`config.mk`:
```
export PLATFORM = sky130hd
export DESIGN_NAME = rbk_bank
export DESIGN_NICKNAME = d
export VERILOG_FILES = /design/src/rtl/rbk_pkg.sv /design/src/rtl/rbk_window.sv /design/src/rtl/rbk_sat_counter.sv /design/src/rtl/rbk_channel.sv /design/src/rtl/rbk_bank.sv
export SDC_FILE = /design/constraint.sdc
export NUM_CORES = 1
export LEC_CHECK = 0
export ABC_AREA = 1
export BUFFER_PORTS_ARGS = -buffer_cell sky130_fd_sc_hd__buf_2
export CAP_MARGIN = 20
export CORE_ASPECT_RATIO = 0.7
export CORE_MARGIN = 2
export CORE_UTILIZATION = 50
export CTS_CLUSTER_DIAMETER = 40
export DETAILED_ROUTE_END_ITERATION = 10
export PLACE_DENSITY = 0.84
export SLEW_MARGIN = 20
export SYNTH_ARGS = -nofsm -noshare
export SYNTH_HDL_FRONTEND = slang
export SYNTH_SLANG_ARGS = --single-unit
```
`constraint.sdc`:
```
create_clock -name clk -period 2.4 [get_ports clk]
set_input_delay 0.72 -clock clk [delete_from_list [all_inputs] [get_ports clk]]
set_output_delay 0.72 -clock clk [all_outputs]
set_load 0.01 [all_outputs]
```
`src/rtl/rbk_pkg.sv`:
```
package rbk_pkg;
    localparam int unsigned RBK_SMP_W   = 20;
    localparam int unsigned RBK_TALLY_W = 9;

    typedef enum logic {
        MODE_TRIGGER = 1'b0,
        MODE_COUNT   = 1'b1
    } rbk_mode_e;
endpackage

```
`src/rtl/rbk_window.sv`:
```
module rbk_window #(
    parameter int unsigned W = rbk_pkg::RBK_SMP_W
) (
    input  logic [W-1:0] sample_i,
    input  logic [W-1:0] lo_i,
    input  logic [W-1:0] hi_i,
    output logic         outside_o
);
    logic below;
    logic above;

    always_comb begin
        below     = $signed(sample_i) < $signed(lo_i);
        above     = $signed(sample_i) > $signed(hi_i);
        outside_o = below | above;
    end
endmodule

```
`src/rtl/rbk_sat_counter.sv`:
```
module rbk_sat_counter #(
    parameter int unsigned W = rbk_pkg::RBK_TALLY_W
) (
    input  logic         clk,
    input  logic         rst_n,
    input  logic         inc_i,
    output logic [W-1:0] value_o
);
    localparam logic [W-1:0] TOP = {W{1'b1}};

    logic [W-1:0] cnt_d;
    logic [W-1:0] cnt_q;

    always_comb begin
        cnt_d = cnt_q;
        if (inc_i && (cnt_q != TOP)) begin
            cnt_d = cnt_q + 1'b1;
        end
    end

    always_ff @(posedge clk) begin
        if (!rst_n) begin
            cnt_q <= '0;
        end else begin
            cnt_q <= cnt_d;
        end
    end

    assign value_o = cnt_q;
endmodule

```
`src/rtl/rbk_channel.sv`:
```
module rbk_channel
    import rbk_pkg::*;
#(
    parameter int unsigned SMP_W   = RBK_SMP_W,
    parameter int unsigned TALLY_W = RBK_TALLY_W
) (
    input  logic               clk,
    input  logic               rst_n,
    input  logic [SMP_W-1:0]   sample_i,
    input  logic [SMP_W-1:0]   lo_i,
    input  logic [SMP_W-1:0]   hi_i,
    input  logic               count_mode_i,
    output logic               flag_o,
    output logic               stop_o,
    output logic [TALLY_W-1:0] tally_o
);
    typedef struct packed {
        logic flag;
        logic stop;
    } chan_state_t;

    chan_state_t st_d;
    chan_state_t st_q;
    rbk_mode_e   mode;
    logic        outside;
    logic        tally_inc;

    rbk_window #(.W(SMP_W)) u_window (
        .sample_i (sample_i),
        .lo_i     (lo_i),
        .hi_i     (hi_i),
        .outside_o(outside)
    );

    always_comb begin
        mode      = rbk_mode_e'(count_mode_i);
        st_d      = st_q;
        tally_inc = 1'b0;
        if (mode == MODE_COUNT) begin
            st_d.stop = 1'b0;
            st_d.flag = outside;
            tally_inc = outside;
        end else begin
            st_d.stop = st_q.stop | outside;
            st_d.flag = st_d.stop;
        end
    end

    always_ff @(posedge clk) begin
        if (!rst_n) begin
            st_q <= '0;
        end else begin
            st_q <= st_d;
        end
    end

    rbk_sat_counter #(.W(TALLY_W)) u_tally (
        .clk    (clk),
        .rst_n  (rst_n),
        .inc_i  (tally_inc),
        .value_o(tally_o)
    );

    assign flag_o = st_q.flag;
    assign stop_o = st_q.stop;
endmodule

```
`src/rtl/rbk_bank.sv`:
```
module rbk_bank
    import rbk_pkg::*;
#(
    parameter int unsigned NCH     = 2,
    parameter int unsigned SMP_W   = RBK_SMP_W,
    parameter int unsigned TALLY_W = RBK_TALLY_W
) (
    input  logic                          clk,
    input  logic                          rst_n,
    input  logic [NCH-1:0][SMP_W-1:0]     sample_i,
    input  logic [NCH-1:0][SMP_W-1:0]     lo_bound_i,
    input  logic [NCH-1:0][SMP_W-1:0]     hi_bound_i,
    input  logic [NCH-1:0]                count_mode_i,
    output logic [NCH-1:0]                flag_o,
    output logic [NCH-1:0]                stop_req_o,
    output logic [NCH-1:0][TALLY_W-1:0]   tally_o,
    output logic                          halt_o
);
    for (genvar g = 0; g < NCH; g++) begin : g_chan
        rbk_channel #(
            .SMP_W  (SMP_W),
            .TALLY_W(TALLY_W)
        ) u_chan (
            .clk         (clk),
            .rst_n       (rst_n),
            .sample_i    (sample_i[g]),
            .lo_i        (lo_bound_i[g]),
            .hi_i        (hi_bound_i[g]),
            .count_mode_i(count_mode_i[g]),
            .flag_o      (flag_o[g]),
            .stop_o      (stop_req_o[g]),
            .tally_o     (tally_o[g])
        );
    end

    assign halt_o = |stop_req_o;
endmodule

```
# Word level (Yosys, flattened, before mapping)
# Cells that the tools add are included.
dict set report totals {
  word_cells 28
  output_inout_bits 23
  input_bits 124
  reg_bits 22
}
dict set report op_classes {
  n_addsub 2
  bitwise 5
  n_mux 4
  n_reduce_logical 5
  order_cmp 4
  eq_ne 2
}
# cell n
set ops {}
lappend ops {{$gt 20x20->1} 2}
lappend ops {{$lt 20x20->1} 2}
lappend ops {{$add 9x1->9 const B} 2}
lappend ops {{$ne 9x9->1 const B} 2}
lappend ops {{$reduce_or 2->1} 3}
lappend ops {{$mux 2} 2}
lappend ops {{$or 1x1->1} 4}
lappend ops {{$logic_and 1x1->1} 2}
lappend ops {{$mux 1} 2}
lappend ops {{$not 1->1} 1}

# Logic depth before layout (Yosys ltp)
# Gate-level depths: netlist of the first run.
dict set report depth {
  depth_word 4
  mapped_depth 18
  depth_no_buf 17
}

# Modules after synthesis
# From an unflattened synthesis of the first run, not the netlist that was laid out.
dict set report unflattened {
  hier_cells 545
  area_unflattened_um2 3342.0
}
# mod area_each_um2 seq_area_each_um2 n_inst cells_each
set modules_own_cells {}
lappend modules_own_cells {rbk_window 1126.1 0.0 2 190}
lappend modules_own_cells {rbk_sat_counter 457.9 180.2 2 68}
lappend modules_own_cells {rbk_channel 81.3 40.0 2 13}
lappend modules_own_cells {rbk_bank 11.3 0.0 1 3}

# Worst setup path after synthesis of the first run
# No wires, ideal clock.
dict set report synth_path {
  kind {in2reg}
  startpoint {input port hi_bound_i[39] in the netlist's numbering}
  endpoint {register g_chan[1].u_chan.st_q, in the netlist g_chan[1].u_chan.stop_o}
  path_stages 14
  path_slack_ps 213
  path_buffers 1
  arrival_time_ps 2071
  cell_sequence {inv_1 ha_1 nand2_1 nor2_2 nand2_1 nor2_2 nand2_1 nand3_1 nand2_1 nand3_1 nand2_2 buf_6 o211ai_1 inv_1}
}
dict set report synth_between {
  elab_chain_cells 3
}
# item line_no
set synth_rtl {}
lappend synth_rtl {{from (decl)} rbk_bank.sv:12} ;# input logic [NCH-1:0][SMP_W-1:0] hi_bound_i,
lappend synth_rtl {{$gt 20x20->1} rbk_window.sv:14} ;# above = $signed(sample_i) > $signed(hi_i);
lappend synth_rtl {{$or 1x1->1} rbk_window.sv:15} ;# outside_o = below | above;
lappend synth_rtl {{$or 1x1->1} rbk_channel.sv:44} ;# st_d.stop = st_q.stop | outside;
lappend synth_rtl {{to (signal assigned)} rbk_channel.sv:53} ;# st_q <= st_d;
lappend synth_rtl {{to (decl)} rbk_channel.sv:23} ;# chan_state_t st_q;
# Every way passes these cells.
# A chain may end at the register's enable or synchronous reset.

# Worst setup path after layout of the first run
dict set report layout_path {
  startpoint {input port sample_i[17] in the netlist's numbering}
  endpoint {register g_chan[0].u_chan.u_tally.cnt_q[2]}
}
dict set report layout_between {
  elab_chain_cells 4
  word_cells_on_any_way 5
  classes_between {order compare: 2; mux: 1; bitwise: 1; reduce/logical: 1}
}
# item line_no
set layout_rtl {}
lappend layout_rtl {{from (decl)} rbk_bank.sv:10} ;# input logic [NCH-1:0][SMP_W-1:0] sample_i,
lappend layout_rtl {{$lt 20x20->1 or $gt 20x20->1 (tied branches)} {rbk_window.sv:13, rbk_window.sv:14}}
lappend layout_rtl {{$or 1x1->1 (*)} rbk_window.sv:15}
lappend layout_rtl {{$mux 1 (*)} rbk_channel.sv:39} ;# if (mode == MODE_COUNT) begin
lappend layout_rtl {{$logic_and 1x1->1 (*)} rbk_sat_counter.sv:16} ;# if (inc_i && (cnt_q != TOP)) begin
lappend layout_rtl {{to (signal assigned)} rbk_sat_counter.sv:25} ;# cnt_q <= cnt_d;
lappend layout_rtl {{to (decl)} rbk_sat_counter.sv:12} ;# logic [W-1:0] cnt_q;
# Every way passes the cells marked *; elsewhere a longest branch is shown, timed or not.

==> metrics.txt, run 1 <==
# TYPE chip_impl_metric gauge
chip_impl_metric{name="antenna_cells",unit=""} 0
chip_impl_info{name="kind_of_launch_point_of_the_worst_setup_path",value="input pin"} 1
chip_impl_metric{name="maxSlewViolCount",unit=""} 0
chip_impl_metric{name="final_hold_viol_count",unit=""} 0
chip_impl_info{name="cts_root_buf",value="sky130_fd_sc_hd__clkbuf_8"} 1
chip_impl_metric{name="grt_use_total",unit="%"} 21.5
chip_impl_metric{name="critPathRequiredTime",unit="ns"} 2.61
chip_impl_metric{name="cts_inserted_buffers",unit=""} 3
chip_impl_info{name="cts_tree",value="built"} 1
chip_impl_metric{name="hold-worst-slack",unit="ns"} 0.545
chip_impl_metric{name="die-width",unit="um"} 103
chip_impl_metric{name="worst_path_max_fanout",unit=""} 14
chip_impl_metric{name="port-buffer-count",unit=""} 146
chip_impl_metric{name="syn_nets",unit=""} 770
chip_impl_metric{name="timing.final.crit_period",unit="ns"} 2.25
chip_impl_metric{name="flip_flop_and_latch_count_after_synthesis",unit=""} 22
chip_impl_metric{name="htree_levels",unit=""} 1
chip_impl_metric{name="layout.nets",unit=""} 919
chip_impl_metric{name="die-area",unit="mm2"} 0.00759
chip_impl_metric{name="clk_pin_slew",unit="ns"} 0.07
chip_impl_metric{name="synthesis.instances",unit=""} 564
chip_impl_metric{name="synth.distinct_cells",unit=""} 22
chip_impl_metric{name="regToRegSetupSlack",unit="ns"} 0.49
chip_impl_metric{name="synthesis.yosys.warnings",unit=""} 0
chip_impl_metric{name="maxClockFrequency",unit="MHz"} 444
chip_impl_metric{name="power.density",unit="mW/mm2"} 292
chip_impl_metric{name="post_drt_wl_per_cell",unit="um"} 10.1
chip_impl_metric{name="clock_tree.buffer_depth",unit=""} 2
chip_impl_metric{name="drt-total-wl",unit="um"} 8170
chip_impl_info{name="worstSetupStartpoint",value="sample_i[17]"} 1
chip_impl_info{name="status",value="complete, no violations"} 1
chip_impl_metric{name="vias",unit=""} 3790
chip_impl_metric{name="initial_utilization",unit="%"} 51.3
chip_impl_metric{name="final.setup.worst_slack",unit="ns"} 0.149
chip_impl_metric{name="avgSynthCellArea",unit="um2"} 6.12
chip_impl_info{name="critical_path.reg2reg.endpoint",value="g_chan[1].u_chan.u_tally.value_o[7]"} 1
chip_impl_metric{name="cap_viol_max_count",unit=""} 0
chip_impl_info{name="hold_path_class",value="register to register"} 1
chip_impl_metric{name="drt_first_iter_violations",unit=""} 85
chip_impl_metric{name="final_antenna_net_count",unit=""} 0
chip_impl_metric{name="pwr-share-clk",unit="%"} 17.9
chip_impl_metric{name="leak",unit="nW"} 2.87
chip_impl_info{name="worst_min_delay_path_startpoint",value="g_chan[0].u_chan.stop_o"} 1
chip_impl_metric{name="post-route-period-util",unit="%"} 93.8
chip_impl_metric{name="post-route-util",unit="%"} 64.6
chip_impl_metric{name="totalNegativeSetupSlack",unit="ns"} 0
chip_impl_metric{name="place_ws",unit="ns"} -0.155
chip_impl_metric{name="gp_congestion",unit=""} 0.891
chip_impl_info{name="synth_area_leader_cell",value="sky130_fd_sc_hd__ha_1"} 1
chip_impl_metric{name="layout-area-overhead-vs-synth",unit="%"} 25.8
chip_impl_metric{name="ioPinCount",unit=""} 147
chip_impl_metric{name="peak_ir_drop_on_the_vdd_network",unit="mV"} 0.197
chip_impl_metric{name="route.detailed.vias_per_inst",unit=""} 4.71
chip_impl_metric{name="fillCellCount",unit=""} 643
chip_impl_metric{name="clock_sink_count",unit=""} 22
chip_impl_metric{name="detail_route.first_pass.iterations",unit=""} 5
chip_impl_metric{name="die_y",unit="um"} 73.5
chip_impl_metric{name="cts.hold.buffers_added",unit=""} 0
chip_impl_metric{name="fin_total_pwr",unit="mW"} 1.27
chip_impl_metric{name="layout-drive-gt1-share",unit="%"} 24.1
chip_impl_metric{name="timing.clock.skew",unit="ns"} 0.00257
chip_impl_info{name="r2r-start",value="g_chan[1].u_chan.u_tally.value_o[0]"} 1
chip_impl_metric{name="core_area",unit="mm2"} 0.00673
chip_impl_info{name="crit_type",value="input pin to register"} 1
chip_impl_metric{name="synthesis.area",unit="mm2"} 0.00345
chip_impl_info{name="ys_top_cells_by_area",value="sky130_fd_sc_hd__ha_1 30%, sky130_fd_sc_hd__inv_1 16%, sky130_fd_sc_hd__nand2_1 16%"} 1
chip_impl_info{name="critical_path.endpoint_type",value="register"} 1
chip_impl_info{name="setup_repair_after_global_routing_missed_its_margin",value="no"} 1
chip_impl_metric{name="grt_pass1_vias",unit=""} 3646
chip_impl_metric{name="p_comb_share",unit="%"} 49.5
chip_impl_metric{name="final-seq-area",unit="um2"} 440
chip_impl_metric{name="switching_power",unit="mW"} 0.486
chip_impl_metric{name="grt_first_pass_wirelength",unit="um"} 13500
chip_impl_metric{name="critPathArrivalTime",unit="ns"} 2.46
chip_impl_metric{name="pin_count_of_the_biggest_net_entering_global_routing",unit=""} 16
chip_impl_metric{name="setup_viol_count_final",unit=""} 0
chip_impl_metric{name="cts_resized",unit=""} 0
chip_impl_metric{name="intPower",unit="mW"} 0.784
chip_impl_metric{name="timing.max_slew.rel_slack",unit="%"} 80.1
chip_impl_metric{name="power.switching_fraction",unit="%"} 38.3
chip_impl_metric{name="clock_latency",unit="ns"} 0.26
chip_impl_metric{name="post_cts.repair.setup_buffers",unit=""} 0
chip_impl_metric{name="grt_overflow_total",unit=""} 0
chip_impl_metric{name="post-dp-hpwl",unit="um"} 7380
chip_impl_info{name="timing.critical_path.to",value="g_chan[0].u_chan.u_tally.value_o[2]"} 1
chip_impl_metric{name="multiInputGateArea",unit="mm2"} 0.00240
chip_impl_metric{name="power.share.sequential",unit="%"} 32.6
chip_impl_metric{name="ys_seq_area_share",unit="%"} 12.8
chip_impl_metric{name="worst_pin_slew",unit="ns"} 0.298
chip_impl_metric{name="antenna_found_initial",unit=""} 0
chip_impl_metric{name="rows",unit=""} 25
chip_impl_metric{name="reg2regPathDepth",unit=""} 13
chip_impl_metric{name="drc",unit=""} 0
chip_impl_metric{name="synth_top_cell_area_share",unit="%"} 29.7
==> flip-flops by register name, summed over array words and instances, names as in the netlist <==
register                       cells
g_chan.u_chan.flag_o               2
g_chan.u_chan.stop_o               2
g_chan.u_chan.u_tally.value_o     18
==> metal layers <==
layer	wire, um	track usage [%]	vias up
met4	112	5.85	0
li1	-	-	2029
met3	447	3.62	12
met2	4000	43.1	101
met5	0	0	-
met1	3610	22.9	1648
==> layout make-up <==
type,count,area share [%]
clock buffers,3,0.951
inverters,149,12.9
multi-input cells,384,55.3
flip-flops and latches,22,10.1
well taps,94,2.71
repair buffers,153,18.0
==> cells by family after synthesis <==
family,synth area share (%)
xor+xnor,0.508
fa+ha+maj,29.7
simple gates,32.2
compound gates,6.67
buf+inv,18.1
flops,12.8
==> worst min-delay path by stage <==
stage | endpoint | slack [ns] | cells after the start
global route | g_chan[1].u_chan.flag_o | 0.57 | 2
detailed placement | g_chan[0].u_chan.flag_o | 0.53 | 2
finish | g_chan[0].u_chan.flag_o | 0.55 | 2
floorplan | g_chan[0].u_chan.flag_o | 0.50 | 2
global placement | g_chan[1].u_chan.u_tally.value_o[8] | 0.52 | 4
CTS | g_chan[1].u_chan.flag_o | 0.55 | 2
==> cell usage after synthesis <==
library cell                 n
sky130_fd_sc_hd__o211ai_1    2
sky130_fd_sc_hd__nand3_2     8
sky130_fd_sc_hd__buf_2       2
sky130_fd_sc_hd__buf_6       2
sky130_fd_sc_hd__inv_1     149
sky130_fd_sc_hd__nor4_1      2
sky130_fd_sc_hd__nor2_2      4
sky130_fd_sc_hd__buf_4       4
sky130_fd_sc_hd__ha_1       82
sky130_fd_sc_hd__nor3_1      4
sky130_fd_sc_hd__nand2_4     1
sky130_fd_sc_hd__a21o_1      4
sky130_fd_sc_hd__a21oi_1    30
sky130_fd_sc_hd__nand3_1    13
sky130_fd_sc_hd__nand2_2     1
sky130_fd_sc_hd__nand2_1   149
sky130_fd_sc_hd__nand4_1    20
sky130_fd_sc_hd__clkbuf_1    1
sky130_fd_sc_hd__nor2_1     55
sky130_fd_sc_hd__xnor2_1     2
sky130_fd_sc_hd__o21ai_0     7
sky130_fd_sc_hd__dfxtp_1    22
==> layout by cell type, fill, tap and decap left out, types with 4 or more instances in the layout <==
cell                      netlist  routed
sky130_fd_sc_hd__buf_4          4       7
sky130_fd_sc_hd__a21o_1         4       4
sky130_fd_sc_hd__dfxtp_1       22      22
sky130_fd_sc_hd__nand2_1      149     149
sky130_fd_sc_hd__buf_2          2     146
sky130_fd_sc_hd__ha_1          82      82
sky130_fd_sc_hd__a21oi_1       30      30
sky130_fd_sc_hd__nor3_1         4       4
sky130_fd_sc_hd__nand3_1       13      13
sky130_fd_sc_hd__nor2_1        55      54
sky130_fd_sc_hd__nand3_2        8       7
sky130_fd_sc_hd__nand4_1       20      20
sky130_fd_sc_hd__nor2_2         4       5
sky130_fd_sc_hd__inv_1        149     149
sky130_fd_sc_hd__o21ai_0        7       7
==> critical path, cell delays in order <==
cell and delay [ns]:
sky130_fd_sc_hd__buf_2 0.12, sky130_fd_sc_hd__ha_1 0.31, sky130_fd_sc_hd__a21oi_1 0.19, sky130_fd_sc_hd__o21ai_0 0.09
sky130_fd_sc_hd__a21oi_1 0.20, sky130_fd_sc_hd__nand3_1 0.11, sky130_fd_sc_hd__nand2_1 0.08, sky130_fd_sc_hd__nand2_1 0.08
sky130_fd_sc_hd__nand2_4 0.16, sky130_fd_sc_hd__nand3_2 0.15, sky130_fd_sc_hd__nand2_1 0.12, sky130_fd_sc_hd__inv_1 0.05
sky130_fd_sc_hd__nor2_1 0.08
==> metrics by stage <==
stage	cell area [um2]	std cells
global route	4340	805
CTS	4330	805
global placement	4290	802
floorplan	3450	564
finish	4340	805
detailed placement	4290	802
==> power groups by stage <==
stage | clock [mW] | sequential, mW | combinational (mW)
floorplan | 0 | 0.426 | 0.395
global placement | 0 | 0.420 | 0.594
detailed placement | 0 | 0.422 | 0.624
CTS | 0.238 | 0.413 | 0.628
global route | 0.247 | 0.417 | 0.731
finish | 0.228 | 0.414 | 0.628
(Power assumes the default switching activity.)
==> inputs of run 2 (changes only) <==
--- a/config.mk
+++ b/config.mk
@@ -8,12 +8,11 @@
 export ABC_AREA = 1
 export BUFFER_PORTS_ARGS = -buffer_cell sky130_fd_sc_hd__buf_2
 export CAP_MARGIN = 20
-export CORE_ASPECT_RATIO = 0.7
 export CORE_MARGIN = 2
 export CORE_UTILIZATION = 50
 export CTS_CLUSTER_DIAMETER = 40
 export DETAILED_ROUTE_END_ITERATION = 10
-export PLACE_DENSITY = 0.84
+export PLACE_DENSITY_LB_ADDON = 0.1
 export SLEW_MARGIN = 20
 export SYNTH_ARGS = -nofsm -noshare
 export SYNTH_HDL_FRONTEND = slang
==> run 2 against run 1 <==
- cell count fell by 1.4%
- clock-buffer cell count unchanged
- sequential share of layout area shrank 0.075 points
- largest power group unchanged
- critical path depth increased by 1
- die area decreased by 0.14%
- highest routed layer unchanged
==> metrics.txt, run 2 (synthesis gave the netlist of run 1 again) <==
# TYPE chip_impl_metric gauge
chip_impl_metric{name="final_hold_viol_count",unit=""} 0
chip_impl_info{name="cts_tree",value="built"} 1
chip_impl_info{name="worst_min_delay_path_startpoint",value="g_chan[1].u_chan.u_tally.value_o[8]"} 1
chip_impl_metric{name="antenna_found_initial",unit=""} 0
chip_impl_metric{name="drt_first_iter_violations",unit=""} 83
chip_impl_metric{name="final.setup.worst_slack",unit="ns"} 0.227
chip_impl_metric{name="grt_first_pass_wirelength",unit="um"} 13400
chip_impl_metric{name="largest_register_ff_count",unit=""} 18
chip_impl_metric{name="post-route-period-util",unit="%"} 90.5
chip_impl_metric{name="clock_sink_count",unit=""} 22
chip_impl_metric{name="die-area",unit="mm2"} 0.00758
chip_impl_metric{name="detail_route.first_pass.iterations",unit=""} 5
chip_impl_info{name="critical_path.reg2reg.endpoint",value="g_chan[1].u_chan.u_tally.value_o[5]"} 1
chip_impl_info{name="timing.hold.worst_endpoint",value="g_chan[1].u_chan.u_tally.value_o[8]"} 1
chip_impl_metric{name="layout.nets",unit=""} 921
chip_impl_metric{name="leak",unit="nW"} 2.90
chip_impl_metric{name="grt_pass1_vias",unit=""} 3514
chip_impl_metric{name="post_drt_wl_per_cell",unit="um"} 9.96
chip_impl_metric{name="port-buffer-count",unit=""} 146
chip_impl_metric{name="core_area",unit="mm2"} 0.00672
chip_impl_metric{name="maxClockFrequency",unit="MHz"} 460
chip_impl_metric{name="worst_pin_slew",unit="ns"} 0.296
chip_impl_metric{name="vias",unit=""} 3744
chip_impl_metric{name="die-width",unit="um"} 87.1
chip_impl_metric{name="reg2regPathDepth",unit=""} 13
chip_impl_metric{name="htree_levels",unit=""} 1
chip_impl_metric{name="cap_viol_max_count",unit=""} 0
chip_impl_metric{name="antenna_cells",unit=""} 0
chip_impl_info{name="cts_root_buf",value="sky130_fd_sc_hd__clkbuf_8"} 1
chip_impl_metric{name="die_y",unit="um"} 87.1
chip_impl_metric{name="post-dp-hpwl",unit="um"} 7030
chip_impl_metric{name="timing.final.crit_period",unit="ns"} 2.17
chip_impl_metric{name="pin_count_of_the_biggest_net_entering_global_routing",unit=""} 16
chip_impl_info{name="crit_type",value="input pin to register"} 1
chip_impl_metric{name="cts.hold.buffers_added",unit=""} 0
chip_impl_info{name="most-common-layout-cells",value="149 x sky130_fd_sc_hd__inv_1, 149 x sky130_fd_sc_hd__nand2_1, 146 x sky130_fd_sc_hd__buf_2"} 1
chip_impl_metric{name="critPathArrivalTime",unit="ns"} 2.34
chip_impl_metric{name="power.density",unit="mW/mm2"} 318
chip_impl_metric{name="post-route-util",unit="%"} 65.1
chip_impl_metric{name="clock_tree.buffer_depth",unit=""} 2
chip_impl_info{name="r2r-start",value="g_chan[1].u_chan.u_tally.value_o[0]"} 1
chip_impl_metric{name="regToRegSetupSlack",unit="ns"} 0.43
chip_impl_metric{name="layout-area-overhead-vs-synth",unit="%"} 26.8
chip_impl_metric{name="clk_pin_slew",unit="ns"} 0.09
chip_impl_info{name="status",value="complete, no violations"} 1
chip_impl_info{name="critical_path.endpoint_type",value="register"} 1
chip_impl_metric{name="route.detailed.vias_per_inst",unit=""} 4.72
chip_impl_metric{name="initial_utilization",unit="%"} 51.4
chip_impl_metric{name="timing.clock.skew",unit="ns"} 0.00635
chip_impl_metric{name="drt-total-wl",unit="um"} 7910
chip_impl_metric{name="place_ws",unit="ns"} -0.152
chip_impl_info{name="hold_path_class",value="register to register"} 1
chip_impl_info{name="setup_repair_after_global_routing_missed_its_margin",value="yes"} 1
chip_impl_metric{name="ioPinCount",unit=""} 147
chip_impl_metric{name="peak_ir_drop_on_the_vdd_network",unit="mV"} 0.339
chip_impl_metric{name="drc",unit=""} 0
chip_impl_metric{name="timing.max_slew.rel_slack",unit="%"} 80.3
chip_impl_metric{name="cts_inserted_buffers",unit=""} 3
chip_impl_metric{name="fillCellCount",unit=""} 658
chip_impl_info{name="kind_of_launch_point_of_the_worst_setup_path",value="input pin"} 1
chip_impl_metric{name="setup_viol_count_final",unit=""} 0
chip_impl_metric{name="grt_overflow_total",unit=""} 0
chip_impl_metric{name="final_antenna_net_count",unit=""} 0
chip_impl_metric{name="grt_use_total",unit="%"} 21.0
chip_impl_metric{name="min_path_cells",unit=""} 4
chip_impl_metric{name="worst_path_max_fanout",unit=""} 13
chip_impl_metric{name="gp_congestion",unit=""} 0.874
chip_impl_metric{name="maxSlewViolCount",unit=""} 0
chip_impl_metric{name="fin_total_pwr",unit="mW"} 1.39
chip_impl_metric{name="critPathRequiredTime",unit="ns"} 2.57
chip_impl_metric{name="rows",unit=""} 30
chip_impl_metric{name="clock_latency",unit="ns"} 0.27
chip_impl_metric{name="layout-drive-gt1-share",unit="%"} 24.2
-- run 2: cell types whose count changed in the layout (fill, tap and decap cells not counted), sizes merged --
cell | before | now
bufinv | 0 | 1
buf | 153 | 155
-- run 2: critical path, stage by stage --
cell and delay, ns:
sky130_fd_sc_hd__buf_2 0.11, sky130_fd_sc_hd__ha_1 0.29, sky130_fd_sc_hd__nand2_1 0.06, sky130_fd_sc_hd__nor2_1 0.16
sky130_fd_sc_hd__nand4_1 0.11, sky130_fd_sc_hd__nor2_1 0.10, sky130_fd_sc_hd__nand2_1 0.07, sky130_fd_sc_hd__nand3_1 0.08
sky130_fd_sc_hd__nand2_1 0.05, sky130_fd_sc_hd__nand2_1 0.11, sky130_fd_sc_hd__nand2_4 0.13, sky130_fd_sc_hd__buf_4 0.16
sky130_fd_sc_hd__o211ai_1 0.15, sky130_fd_sc_hd__inv_1 0.05
-- run 2: power breakdown --
group	total [mW]	switching [mW]	internal, mW
combinational	0.626	0.340	0.286
clock	0.354	0.131	0.223
sequential	0.412	0.0220	0.390
total	1.39	0.493	0.899
-- run 2: metrics by stage --
step / instance area (um2) / hold slack [ns] / TNS, ns / instances
3_3_place_gp: 4270 / 0.522 / -0.490 / 788
3_5_place_dp: 4270 / 0.528 / -0.966 / 788
2_1_floorplan: 3450 / 0.500 / 0 / 564
6_report: 4370 / 0.545 / 0 / 794
4_1_cts: 4340 / 0.551 / 0 / 792
5_1_grt: 4370 / 0.590 / -0.00364 / 794
-- run 2: timing repair --
item | in CTS | in global routing
endpoints found under the setup margin | 0 | 9
setup buffers | 0 | 2
gates resized for setup | 0 | 3
-- run 2: final cells by class --
class	count	area, um2	share of cell area [%]
well taps	80	100	2.29
inverters	149	559	12.8
flip-flops and latches	22	440	10.1
multi-input cells	384	2400	55.0
clock buffers	3	41.3	0.944
clock inverters	1	30.0	0.686
repair buffers	155	798	18.2
-- run 2: how the worst max path moves through the flow --
stage / depth (start not counted) / start / end
final: 14 / sample_i[11] / g_chan[0].u_chan.stop_o
after floorplan: 14 / hi_bound_i[39] / g_chan[1].u_chan.stop_o
after global routing: 15 / sample_i[19] / g_chan[0].u_chan.u_tally.value_o[6]
after detailed placement: 13 / sample_i[31] / g_chan[1].u_chan.u_tally.value_o[8]
after CTS: 13 / sample_i[39] / g_chan[1].u_chan.u_tally.value_o[8]
after global placement: 13 / sample_i[31] / g_chan[1].u_chan.u_tally.value_o[8]
-- run 2: per-layer routing --
layer	share of wire, %	track usage (%)
met1	45	24.2
met2	49	39.8
met3	5.0	3.60
met4	1.7	4.97
met5	0	0
